<file path="src/rtl/xtrig_pkg.sv">
package xtrig_pkg;

  typedef enum logic [1:0] {
    ST_IDLE    = 2'd0,
    ST_ARMED   = 2'd1,
    ST_EXPOSE  = 2'd2,
    ST_READOUT = 2'd3
  } seq_state_t;

  // Mode acceptance: 2'b10 never, 2'b00 only from the serial register.
  function automatic logic trig_accepted(input logic par, input logic [1:0] sm);
    return !(sm == 2'b10) && !(par && (sm == 2'b00));
  endfunction

  // Exposure length in lines for a given mode.
  function automatic int unsigned expo_lines(input logic [1:0] sm,
                                             input int unsigned cnt,
                                             input int unsigned fixed_len);
    if (sm == 2'b11) return fixed_len;
    if (cnt == 0)    return 1;
    return cnt;
  endfunction

  // Charge clear only permitted when the first mode bit is low.
  function automatic logic clear_allowed(input logic fse, input logic [1:0] sm);
    return fse && !sm[1];
  endfunction

endpackage

</file>
<file path="src/rtl/xtrig_sampler.sv">
module xtrig_sampler #(
  parameter int SAMPLE_DLY = 4
) (
  input  logic clk,
  input  logic rst_n,
  input  logic hd_stb,
  input  logic trig_n,
  input  logic early_n,
  input  logic drain_n,
  output logic ev_trig,
  output logic ev_early
);
  localparam int WIN_W = (SAMPLE_DLY < 1) ? 1 : $clog2(SAMPLE_DLY + 1);

  logic [WIN_W-1:0] win_cnt;
  logic             win_live;
  logic             sample_now;
  logic [2:0]       prev_lvl;
  logic [2:0]       cur_lvl;
  logic [2:0]       falls;
  logic             collide;

  assign sample_now = win_live && (win_cnt == WIN_W'(SAMPLE_DLY));
  assign cur_lvl    = {drain_n, early_n, trig_n};
  assign falls      = prev_lvl & ~cur_lvl;
  assign collide    = (falls[0] & falls[1]) | (falls[0] & falls[2]) | (falls[1] & falls[2]);

  // Detection window counter restarted by each line sync.
  always_ff @(posedge clk) begin
    if (!rst_n) begin
      win_cnt  <= '0;
      win_live <= 1'b0;
    end else if (hd_stb) begin
      win_cnt  <= '0;
      win_live <= 1'b1;
    end else if (win_live) begin
      if (sample_now) win_live <= 1'b0;
      else            win_cnt  <= win_cnt + 1'b1;
    end
  end

  // Level history and edge events, emitted one cycle after the sample.
  always_ff @(posedge clk) begin
    if (!rst_n) begin
      prev_lvl <= 3'b111;
      ev_trig  <= 1'b0;
      ev_early <= 1'b0;
    end else if (sample_now) begin
      prev_lvl <= cur_lvl;
      ev_trig  <= falls[0] & !collide;
      ev_early <= falls[1] & !collide;
    end else begin
      ev_trig  <= 1'b0;
      ev_early <= 1'b0;
    end
  end

  a_r9_collision_discards: assert property (@(posedge clk) disable iff (!rst_n)
    (sample_now && collide) |=> (!ev_trig && !ev_early));

  a_r8_events_from_window: assert property (@(posedge clk) disable iff (!rst_n)
    (ev_trig || ev_early) |-> $past(sample_now));

endmodule

</file>
<file path="src/rtl/xtrig_line_timer.sv">
module xtrig_line_timer #(
  parameter int CNT_W       = 11,
  parameter int CLEAR_LINES = 3
) (
  input  logic             clk,
  input  logic             rst_n,
  input  logic             hd_stb,
  input  logic             start,
  input  logic             run,
  input  logic [CNT_W-1:0] tgt,
  input  logic             clr_arm,
  output logic             last_line,
  output logic             clr_active
);
  localparam int CLR_W = (CLEAR_LINES < 1) ? 1 : $clog2(CLEAR_LINES + 1);

  logic [CNT_W-1:0] line_cnt;
  logic [CLR_W-1:0] clr_cnt;

  // Lines elapsed since exposure start; last when the next sync completes tgt.
  assign last_line  = ({1'b0, line_cnt} + (CNT_W+1)'(1)) >= {1'b0, tgt};
  assign clr_active = (clr_cnt != '0);

  always_ff @(posedge clk) begin
    if (!rst_n) begin
      line_cnt <= '0;
    end else if (start) begin
      line_cnt <= '0;
    end else if (run && hd_stb) begin
      line_cnt <= line_cnt + 1'b1;
    end
  end

  always_ff @(posedge clk) begin
    if (!rst_n) begin
      clr_cnt <= '0;
    end else if (start) begin
      clr_cnt <= clr_arm ? CLR_W'(CLEAR_LINES) : '0;
    end else if (!run) begin
      clr_cnt <= '0;
    end else if (hd_stb && clr_active) begin
      clr_cnt <= clr_cnt - 1'b1;
    end
  end

  a_r7_clear_bounded: assert property (@(posedge clk) disable iff (!rst_n)
    $rose(clr_active) |-> $past(start) && $past(clr_arm));

endmodule

</file>
<file path="src/rtl/xtrig_fsm.sv">
module xtrig_fsm
  import xtrig_pkg::*;
(
  input  logic clk,
  input  logic rst_n,
  input  logic hd_stb,
  input  logic ev_trig,
  input  logic ev_early,
  input  logic accept,
  input  logic early_bypass,
  input  logic last_line,
  output logic arm,
  output logic start,
  output logic busy,
  output logic readout_req
);
  seq_state_t state;
  logic       early_seen;

  assign arm         = (state == ST_IDLE) && ev_trig && accept;
  assign start       = (state == ST_ARMED) && hd_stb;
  assign busy        = (state == ST_EXPOSE) || (state == ST_READOUT);
  assign readout_req = (state == ST_READOUT);

  always_ff @(posedge clk) begin
    if (!rst_n) begin
      state <= ST_IDLE;
    end else begin
      case (state)
        ST_IDLE:    if (arm)    state <= ST_ARMED;
        ST_ARMED:   if (hd_stb) state <= ST_EXPOSE;
        ST_EXPOSE:  if (hd_stb && (early_seen || last_line)) state <= ST_READOUT;
        ST_READOUT: if (hd_stb) state <= ST_IDLE;
        default:    state <= ST_IDLE;
      endcase
    end
  end

  // One early-end per trigger, only while exposing.
  always_ff @(posedge clk) begin
    if (!rst_n) begin
      early_seen <= 1'b0;
    end else if (start) begin
      early_seen <= 1'b0;
    end else if ((state == ST_EXPOSE) && ev_early && !early_bypass) begin
      early_seen <= 1'b1;
    end
  end

  a_r1_busy_rises_at_sync: assert property (@(posedge clk) disable iff (!rst_n)
    $rose(busy) |-> $past(hd_stb));

  a_r2_busy_falls_with_readout: assert property (@(posedge clk) disable iff (!rst_n)
    $fell(readout_req) |-> $fell(busy));

  a_r2_readout_holds_line: assert property (@(posedge clk) disable iff (!rst_n)
    (readout_req && !hd_stb) |=> readout_req);

  a_r10_arm_only_from_idle: assert property (@(posedge clk) disable iff (!rst_n)
    (state == ST_ARMED) && !$past(state == ST_ARMED) |-> $past(state == ST_IDLE));

endmodule

</file>
<file path="src/rtl/xtrig_seq.sv">
module xtrig_seq
  import xtrig_pkg::*;
#(
  parameter int LINE_W         = 10,
  parameter int SAMPLE_DLY     = 4,
  parameter int CLEAR_LINES    = 3,
  parameter int FIFTIETH_LINES = 315
) (
  input  logic              clk,
  input  logic              rst_n,
  input  logic              hd_stb,
  input  logic              trig_n,
  input  logic              early_n,
  input  logic              drain_n,
  input  logic              par_sel,
  input  logic [1:0]        shut_mode,
  input  logic              early_bypass,
  input  logic              clear_req,
  input  logic [LINE_W-1:0] line_count,
  output logic              busy,
  output logic              clear_en,
  output logic              readout_req
);
  localparam int CNT_W = LINE_W + 1;

  logic             ev_trig;
  logic             ev_early;
  logic             arm;
  logic             start;
  logic             last_line;
  logic             clr_active;
  logic             accept_now;
  logic [CNT_W-1:0] tgt_now;
  logic [CNT_W-1:0] tgt_q;
  logic             clr_q;

  assign accept_now = trig_accepted(par_sel, shut_mode);
  assign tgt_now    = CNT_W'(expo_lines(shut_mode, int'(line_count), FIFTIETH_LINES));

  // Mode captured when the trigger arms.
  always_ff @(posedge clk) begin
    if (!rst_n) begin
      tgt_q <= CNT_W'(1);
      clr_q <= 1'b0;
    end else if (arm) begin
      tgt_q <= tgt_now;
      clr_q <= clear_allowed(clear_req, shut_mode);
    end
  end

  xtrig_sampler #(.SAMPLE_DLY(SAMPLE_DLY)) u_sampler (
    .clk      (clk),
    .rst_n    (rst_n),
    .hd_stb   (hd_stb),
    .trig_n   (trig_n),
    .early_n  (early_n),
    .drain_n  (drain_n),
    .ev_trig  (ev_trig),
    .ev_early (ev_early)
  );

  xtrig_fsm u_fsm (
    .clk          (clk),
    .rst_n        (rst_n),
    .hd_stb       (hd_stb),
    .ev_trig      (ev_trig),
    .ev_early     (ev_early),
    .accept       (accept_now),
    .early_bypass (early_bypass),
    .last_line    (last_line),
    .arm          (arm),
    .start        (start),
    .busy         (busy),
    .readout_req  (readout_req)
  );

  xtrig_line_timer #(.CNT_W(CNT_W), .CLEAR_LINES(CLEAR_LINES)) u_timer (
    .clk        (clk),
    .rst_n      (rst_n),
    .hd_stb     (hd_stb),
    .start      (start),
    .run        (busy),
    .tgt        (tgt_q),
    .clr_arm    (clr_q),
    .last_line  (last_line),
    .clr_active (clr_active)
  );

  assign clear_en = clr_active && busy;

  a_r7_clear_starts_at_sync: assert property (@(posedge clk) disable iff (!rst_n)
    $rose(clear_en) |-> $past(hd_stb) && $rose(busy));

  a_r5_rejected_mode_no_arm: assert property (@(posedge clk) disable iff (!rst_n)
    (ev_trig && !accept_now) |=> !$rose(busy));

endmodule

</file>
<file path="config.mk">
export PLATFORM = sky130hd
export DESIGN_NAME = xtrig_seq
export DESIGN_NICKNAME = d
export VERILOG_FILES = /design/src/rtl/xtrig_pkg.sv /design/src/rtl/xtrig_sampler.sv /design/src/rtl/xtrig_line_timer.sv /design/src/rtl/xtrig_fsm.sv /design/src/rtl/xtrig_seq.sv
export SDC_FILE = /design/constraint.sdc
export NUM_CORES = 1
export LEC_CHECK = 0
export BUFFER_PORTS_ARGS = -buffer_cell sky130_fd_sc_hd__buf_4
export CORE_ASPECT_RATIO = 0.7
export CORE_MARGIN = 1
export CORE_UTILIZATION = 55
export DETAILED_ROUTE_END_ITERATION = 7
export GPL_ROUTABILITY_DRIVEN = 1
export PLACE_DENSITY_LB_ADDON = 0.2
export REMOVE_ABC_BUFFERS = 1
export SYNTH_ARGS = -nofsm -noshare
export SYNTH_HDL_FRONTEND = slang
export SYNTH_SLANG_ARGS = --single-unit
</file>
<file path="constraint.sdc">
create_clock -name clk -period 6 [get_ports clk]
set_clock_uncertainty 0.05 [all_clocks]
set_input_delay 1.2 -clock clk [delete_from_list [all_inputs] [get_ports clk]]
set_output_delay 1.2 -clock clk [all_outputs]
set_load 0.05 [all_outputs]
</file>
### Yosys cells after proc, flatten, opt, wreduce, memory -nomap -nowiden

Cells that the tools add are included.

| word-level totals | value |
|---|---|
| bits of input ports | 21 |
| register bits after elaboration | 37 |
| word-level logic and storage cells | 86 |

| operators by class | value |
|---|---|
| $add $sub $neg | 4 |
| multiplexer cells | 19 |
| bitwise gates (word level) | 11 |
| equality and inequality tests | 11 |
| order comparisons | 1 |
| reductions and logical operators | 29 |

Operator list:

| cell | count |
|---|---|
| $mux W11 | 2 |
| $mux W9 | 2 |
| $mux W2 | 8 |
| $logic_and A1 B1 Y1 | 13 |
| $add A11 B1 Y12 const B | 1 |
| $ge A12 B11 Y1 | 1 |
| $add A11 B1 Y11 const B | 1 |
| $logic_not A10 Y1 | 1 |
| $eq A2 B2 Y1 const B | 4 |
| $pmux W2 S4 | 1 |
| $mux W1 | 6 |
| $ne A2 B2 Y1 const B | 3 |
| $and A1 B1 Y1 | 5 |
| $logic_not A1 Y1 | 5 |
| $logic_not A2 Y1 | 2 |
| $reduce_and A2 Y1 | 2 |
| $reduce_and A4 Y1 | 1 |
| $reduce_or A2 Y1 | 2 |
| $add A3 B1 Y3 const B | 1 |
| $and A3 B3 Y3 | 1 |
| $eq A3 B3 Y1 const B | 1 |
| $ne A3 B1 Y1 const B | 1 |
| $not A3 Y3 | 1 |
| $eq A2 B1 Y1 const B | 1 |
| 6 further kinds | 9 |

### Longest topological paths before layout

Gate-level depths: netlist of the first run.

| depth | value |
|---|---|
| depth in word-level cells | 7 |
| gate-level depth with buffers | 10 |

### Modules after synthesis

A second synthesis of the first run with hierarchy kept.

| unflattened totals | value |
|---|---|
| cell total of the unflattened synthesis | 235 |
| area, all modules | 2,095.8 um2 |

By module, submodules not included:

| module | area an instance (um2) | cells an instance | sequential area each (um2) | times used |
|---|---|---|---|---|
| xtrig_line_timer | 1,012.2 | 127 | 260.2 | 1 |
| xtrig_seq | 471.7 | 45 | 220.2 | 1 |
| xtrig_sampler | 377.9 | 38 | 180.2 | 1 |
| xtrig_fsm | 234.0 | 25 | 60.1 | 1 |

### Least setup slack after synthesis of the first run

OpenSTA, ideal clock, no wires.

| timing | value |
|---|---|
| path kind | register -> output |
| start | register u_fsm.state[1] |
| end | output port clear_en |
| setup slack | 2,613 ps |
| cell stages (with the launch flop) | 5 |
| path buffers | 1 |
| data arrival time | 2,137 ps |
| cells stage by stage | dfxtp_1 -> ha_1 -> or2_2 -> clkbuf_1 -> and2_1 |

| on the way | value |
|---|---|
| longest elaborated chain between the ends | 3 |
| elaborated cells between the ends (all ways) | 4 |

Ends and longest elaborated chain:

| what | RTL line | text |
|---|---|---|
| start, declared | xtrig_fsm.sv:17 | `seq_state_t state;` |
| start signal, assigned | xtrig_fsm.sv:27 | `state <= ST_IDLE;` |
| start signal, assigned | xtrig_fsm.sv:30 | `ST_IDLE: if (arm) state <= ST_ARMED;` |
| start signal, assigned | xtrig_fsm.sv:31 | `ST_ARMED: if (hd_stb) state <= ST_EXPOSE;` |
| $eq A2 B2 Y1 | - |  |
| named net readout_req | xtrig_seq.sv:22 | `output logic readout_req` |
| $logic_or A1 B1 Y1 | xtrig_fsm.sv:22 | `assign busy = (state == ST_EXPOSE) \|\| (state == ST_READOUT);` |
| named net busy | xtrig_seq.sv:20 | `output logic busy,` |
| $logic_and A1 B1 Y1 | xtrig_seq.sv:89 | `assign clear_en = clr_active && busy;` |
| end, declared | xtrig_seq.sv:21 | `output logic clear_en,` |

The timed path passes the listed nets, and every way through them passes these cells.

### Worst setup path in the final report of the first run

| timing | value |
|---|---|
| start | register u_fsm.state[0] |
| end | output port clear_en |

| on the way | value |
|---|---|
| longest elaborated chain between the ends | 3 |
| elaborated cells between the ends (all ways) | 4 |

Ends and longest elaborated chain:

| what | RTL line |
|---|---|
| $eq A2 B2 Y1 | xtrig_fsm.sv:22 |
| $logic_or A1 B1 Y1 * | xtrig_fsm.sv:22 |
| $logic_and A1 B1 Y1 * | xtrig_seq.sv:89 |

Mark *: on every way between the ends. The rest lies on a longest branch, timed or not.

==> impl_metrics.json, run 1 <==
{
  "status": "finished, final reports clean",
  "grt_max_degree": 24,
  "relSlewSlack": 0.6082,
  "report.final.slew_viol_count": 0,
  "avgSynthCellArea_um2": 8.389,
  "required_ns": 4.75,
  "hold_end": "u_sampler.ev_early",
  "viasPerCell": 5.387,
  "drc": 0,
  "cts_hold_buf": 0,
  "max-cap-violations": 0,
  "post-route-min-period_ns": 3.009,
  "dieArea_um2": 3863,
  "tritoncts.num_buffers": 5,
  "cts_tree": "yes",
  "dp_cells": 298,
  "place_area_um2": 2188,
  "wl_per_cell_um": 12.76,
  "worst-path-buf-inv": 2,
  "rsz0062_at_grt": "false",
  "synth_cell_types": 42,
  "ir_worst_vdd_mv": 0.1729,
  "synthToLayoutAreaGrowth_pct": 14.91,
  "layout.nets": 297,
  "finalCritPeriodShare": 0.5015,
  "fin_util": 0.6930,
  "drt_pre_antenna_iters": 4,
  "grt_pass1_wl_um": 6582,
  "clkTransAtPathRegs_ns": 0.07,
  "cpMaxStageDelayCell": "dfxtp_1",
  "tightest_slew_ns": 0.5825,
  "rows": 17,
  "finalSetupTns_ns": 0,
  "crit_type": "reg2out",
  "grt_pass1_vias": 1461,
  "finalSetupViolations": 0,
  "core_um2": 3297,
  "die_y_um": 52.31,
  "ys_ff_latch": 36,
  "dp_hpwl_um": 2955,
  "seq_area_frac_synth": 0.3625,
  "root_buffer": "clkbuf_8",
  "clock.fmax_ghz": 0.3323,
  "p_per_area_nw_per_um2": 208.7,
  "num_vias": 1643,
  "cp_max_fo": 7,
  "hold_path.class": "reg2reg",
  "drt_iter0_drc": 88,
  "ios": 24,
  "ant_nets": 0,
  "wl_um": 3893,
  "grt-ovfl-total": 0,
  "die_w_um": 73.86,
  "cts_sinks": 36,
  "globalRouteTotalUtil": 0.2347,
  "num-fill-cells": 291,
  "cts_buffer_depth": 2,
  "cts.htree.levels": 2,
  "insertion_delay_ns": 0.29,
  "netlist_area_um2": 1988,
  "port_buffers": 23,
  "layout.cells.non_filler": 305,
  "hp-start": "u_sampler.prev_lvl[1]",
  "yosysWarnings": 0,
  "gp_congestion": 0.8506,
  "startpoint_type": "flip-flop",
  "start_util": 0.6030,
  "holdWs_ns": 0.4134,
  "ctsResizeCount": 0,
  "p_leak_nw": 0.9761,
  "finalInstanceArea_um2": 2285,
  "post_cts_buffers": 0,
  "rr_startpoint": "u_timer.line_cnt[0]",
  "crit_arrival_ns": 1.76,
  "crit_chain": "inv_1 > ha_1 > or2_2 > and2_1 > buf_4",
  "max_stage_delay_ns": 0.40,
  "worstHoldPathCells": 2,
  "crit_family": "simple AND/OR/NAND/NOR gates",
  "reg2reg_to": "u_fsm.state[0]",
  "end_kind": "primary output",
  "rrSetupSlack_ns": 3.17,
  "diodes": 0,
  "drive_gt1_frac": 0.1512,
  "antenna_found_initial": 0,
  "syn_inst": 237,
  "reg2reg_depth": 9,
  "hold_violations": 0
}
## per-stage QoR
stage / power [W] / worst slack (ns)
floorplan: 0.0002757 / 2.991
global placement: 0.0002966 / 3.329
detailed placement: 0.0002971 / 3.274
CTS: 0.0004842 / 2.990
global route: 0.0004987 / 2.904
finish: 0.0004767 / 2.991
## registers in the layout (all words and copies together), names as in the netlist
register            count
clr_q                   1
tgt_q                  10
u_fsm.early_seen        1
u_fsm.state             2
u_sampler.ev_early      1
u_sampler.ev_trig       1
u_sampler.prev_lvl      3
u_sampler.win_cnt       3
u_sampler.win_live      1
u_timer.clr_cnt         2
u_timer.line_cnt       11
## area by class of cell
class                   instances  area (um2)  area share
repair buffers                 24       180.2     0.07886
clock buffers                   7       96.34     0.04217
inverters                      21       78.83     0.03450
multi-input cells             170        1150      0.5033
well taps                      47       58.81     0.02574
flip-flops and latches         36       720.7      0.3154
## tightest hold or removal path: stages, from the launching register on
cell and delay, ns:
dfxtp_1 0.31, inv_1 0.06, nor4_1 0.05
## metal layers
metal / share of wire / up-vias / global-route usage
met5: 0 / - / 0
met4: 0.014 / 0 / 0.1058
met3: 0.041 / 8 / 0.05769
met2: 0.43 / 25 / 0.3761
met1: 0.52 / 752 / 0.2988
li1: - / 858 / -
## Yosys cell counts, drive strengths merged
cell / n / area [um2]
a2111oi: 1 / 8.760
a211o: 1 / 8.760
a21boi: 1 / 7.510
a21oi: 11 / 55.05
a22oi: 2 / 15.01
a311oi: 1 / 8.760
a31oi: 2 / 12.51
a41oi: 2 / 25.03
and2: 4 / 25.02
and4: 1 / 10.01
buf: 2 / 7.510
clkbuf: 8 / 31.28
dfxtp: 36 / 720.7
ha: 18 / 225.2
inv: 21 / 78.83
mux2i: 5 / 50.05
nand2: 25 / 93.84
nand2b: 2 / 12.51
nand3: 9 / 50.05
nand4: 1 / 6.260
nor2: 17 / 63.81
nor2b: 6 / 37.54
nor3: 2 / 10.01
nor3b: 1 / 7.510
nor4: 3 / 18.77
o2111ai: 1 / 8.760
o211a: 2 / 20.02
o211ai: 1 / 7.510
o21a: 1 / 7.510
o21ai: 17 / 85.08
o2bb2ai: 1 / 8.760
o311a: 5 / 50.05
o31a: 1 / 8.760
o31ai: 1 / 7.510
or2: 3 / 18.77
or3: 8 / 52.55
xnor2: 9 / 78.83
xor2: 5 / 43.79
## placed cells by master, fill, tap and decap left out, drive strengths merged, types with 6 or more instances in the layout
cell type and instances:
inv 21, dfxtp 36, xnor2 9, ha 18, nor2b 6, clkbuf 7, a21oi 11, nor2 17
buf 24, or3 8, nand3 9, o21ai 17, nand2 25
## worst max path at each step
stage	to	slack, ns	cells after the start	startpoint
5_1_grt	clear_en	2.90	5	u_fsm.state[0]
6_report	clear_en	2.99	5	u_fsm.state[0]
3_3_place_gp	u_fsm.state[0]	3.33	9	u_timer.line_cnt[0]
4_1_cts	clear_en	2.99	5	u_fsm.state[0]
2_1_floorplan	clear_en	2.99	3	u_fsm.state[1]
3_5_place_dp	u_fsm.state[0]	3.27	9	u_timer.line_cnt[0]
## cell families after synthesis
logic type	Yosys count	synth area share
AOI/OAI and AO/OA	51	0.1737
xor gates and xnor gates	14	0.06168
adders and majority gates	18	0.1133
buffers and inverters	31	0.05916
DFF	36	0.3625
muxes	5	0.02517
and+or+nand+nor	82	0.2045
## report_power, final
| part | leakage, nW | internal (W) | switching, W |
|---|---|---|---|
| combinational | 0.635 | 0.0000218 | 0.0000252 |
| clock | 0.0503 | 0.000102 | 0.0000827 |
| sequential | 0.290 | 0.000242 | 0.00000302 |
Note: power is estimated with default switching activity, not from simulation.
==> inputs of run 2 (changes only) <==
--- a/config.mk
+++ b/config.mk
@@ -8,7 +8,7 @@
 export BUFFER_PORTS_ARGS = -buffer_cell sky130_fd_sc_hd__buf_4
 export CORE_ASPECT_RATIO = 0.7
 export CORE_MARGIN = 1
-export CORE_UTILIZATION = 55
+export CORE_UTILIZATION = 52
 export DETAILED_ROUTE_END_ITERATION = 7
 export GPL_ROUTABILITY_DRIVEN = 1
 export PLACE_DENSITY_LB_ADDON = 0.2
==> constraint.sdc (replaced) <==
create_clock -name clk -period 2.7 [get_ports clk]
set_clock_uncertainty 0.05 [all_clocks]
set_input_delay 0.54 -clock clk [delete_from_list [all_inputs] [get_ports clk]]
set_output_delay 0.54 -clock clk [all_outputs]
set_load 0.05 [all_outputs]
==> run 2 against run 1 <==
Flip-flop and latch count unchanged. Clock power grew to 3.6 times the previous value. Register-to-register slack lost 3.1 ns. Non-clock buffer count grew 2. Critical path type is now reg2reg.
==> impl_metrics.json, run 2 (synthesized netlist as in run 1, its figures left out) <==
{
  "root_buffer": "clkbuf_8",
  "p_sw_frac": 0.2028,
  "relSlewSlack": 0.6149,
  "top_layer": "met4",
  "drc": 0,
  "top_register": "u_timer.line_cnt",
  "clock.fmax_ghz": 0.3866,
  "finalCritPeriodShare": 0.9581,
  "hold_path.class": "in2reg",
  "p_per_area_nw_per_um2": 552.2,
  "cts_hold_buf": 0,
  "max-cap-violations": 0,
  "cts_buffer_depth": 2,
  "cts_sinks": 36,
  "tritoncts.num_buffers": 5,
  "top_regs": "u_timer.line_cnt: 11 flops, tgt_q: 10 flops",
  "dp_hpwl_um": 2996,
  "rows": 18,
  "wl_per_cell_um": 13.03,
  "grt_pass1_wl_um": 6824,
  "p_leak_nw": 1.014,
  "crit_chain": "ha_2 > nand3_2 > or3_4 > xnor2_1 > ha_1 > a2111oi_2 > o31a_1 > a41oi_2 > o211a_1",
  "gp_congestion": 0.8121,
  "cts.htree.levels": 2,
  "grt_max_degree": 24,
  "viasPerCell": 5.392,
  "synthToLayoutAreaGrowth_pct": 19.76,
  "p_comb_frac": 0.082,
  "wl_um": 4053,
  "core_um2": 3581,
  "dp_cells": 303,
  "layout.nets": 299,
  "status": "finished, final reports clean",
  "hold_violations": 0,
  "clkTransAtPathRegs_ns": 0.08,
  "pwr-share-clk": 0.505,
  "cts_tree": "yes",
  "ios": 24,
  "ant_nets": 0,
  "grt_pass1_vias": 1534,
  "port_buffers": 23,
  "layout.cells.non_filler": 311,
  "cell_internal_pwr_w": 0.001048,
  "final_common_cell": "dfxtp_1",
  "num_vias": 1677,
  "largest_reg_flops": 11,
  "ctsResizeCount": 2,
  "drt_pre_antenna_iters": 4,
  "crit_type": "reg2reg",
  "finalSetupViolations": 0,
  "power_w": 0.001315,
  "die_y_um": 53.74,
  "crit_arrival_ns": 2.73,
  "insertion_delay_ns": 0.29,
  "mostFrequentLayoutCells": "35 x dfxtp_1, 26 x buf_4, 25 x nand2_1",
  "required_ns": 2.84,
  "start_util": 0.5552,
  "post-route-min-period_ns": 2.587,
  "met2WireLength_um": 1769,
  "diodes": 0,
  "post_cts_buffers": 0,
  "p_seq_frac": 0.413,
  "globalRouteTotalUtil": 0.2202,
  "p_sw_w": 0.0002667,
  "grt-ovfl-total": 0,
  "num-fill-cells": 298,
  "end_kind": "flip-flop",
  "antenna_found_initial": 0,
  "tightest_slew_ns": 0.5725,
  "cp_max_fo": 6,
  "drt_iter0_drc": 59,
  "report.final.slew_viol_count": 0,
  "wl_met1_um": 2106,
  "ir_worst_vdd_mv": 0.3197,
  "startpoint_type": "flip-flop",
  "max_stage_delay_ns": 0.45,
  "dieArea_um2": 4079,
  "die_w_um": 75.91,
  "drive_gt1_frac": 0.1762,
  "dr_wl_met3_um": 126,
  "cpMaxStageDelayCell": "or3_4"
}
run 2: cell types whose count changed in the layout (fill, tap and decap cells not counted):
cell	before	now
dfxtp_2	0	1
a2111oi_0	1	0
clkbuf_8	7	5
buf_4	24	26
ha_2	0	1
or3_4	0	1
a2111oi_2	0	1
ha_1	18	17
bufinv_16	0	3
dfxtp_1	36	35
or3_1	6	5
run 2: worst paths after layout:
path | cells past startpoint | end | slack, ns | start
max reg2reg | 9 | u_fsm.state[0] | 0.11 | u_timer.line_cnt[1]
min reg2reg | 2 | u_sampler.ev_early | 0.41 | u_sampler.prev_lvl[1]
max | 9 | u_fsm.state[0] | 0.11 | u_timer.line_cnt[1]
min | 2 | u_sampler.ev_early | 0.38 | early_n
run 2: cell type report:
| class | count | area [um2] | area share |
|---|---|---|---|
| Clock buffer | 5 | 68.82 | 0.02890 |
| Clock inverter | 3 | 90.09 | 0.03784 |
| Inverter | 21 | 78.83 | 0.03311 |
| Multi-Input combinational cell | 170 | 1164 | 0.4887 |
| Sequential cell | 36 | 721.9 | 0.3032 |
| Tap cell | 50 | 62.56 | 0.02627 |
| Timing Repair Buffer | 26 | 195.2 | 0.08198 |
run 2: power groups by stage:
stage	clock, W	combinational [W]	sequential [W]
2_1_floorplan	0	0.0000585	0.000554
3_3_place_gp	0	0.000103	0.000556
3_5_place_dp	0	0.000107	0.000556
4_1_cts	0.000672	0.000107	0.000543
5_1_grt	0.000696	0.000122	0.000544
6_report	0.000664	0.000108	0.000543
run 2: routing by layer:
layer	up-vias	global-route usage
li1	865	-
met1	784	0.2793
met2	21	0.3727
met3	7	0.05254
met4	0	0.08654
met5	-	0
run 2: per-stage QoR:
stage          area [um2]  hold slack (ns)  setup TNS, ns  utilization  setup WS (ns)
6_report             2381           0.3814              0       0.6649         0.1131
5_1_grt              2381           0.3805       -0.01466       0.6649       -0.01466
4_1_cts              2372           0.3724              0       0.6625        0.04119
3_5_place_dp         2207           0.3904       -0.03648       0.6164       -0.03648
3_3_place_gp         2207           0.3929              0       0.6164         0.1062
2_1_floorplan        1949           0.3796              0            -         0.1590
run 2: worst max-delay path: cells and delay by family, from the launching register on:
| kind | cells | cell delay [ns] |
|---|---|---|
| AOI/OAI and AO/OA | 4 | 0.95 |
| and+or+nand+nor | 2 | 0.58 |
| adders and majority gates | 2 | 0.41 |
| DFF | 1 | 0.35 |
| xor gates and xnor gates | 1 | 0.15 |
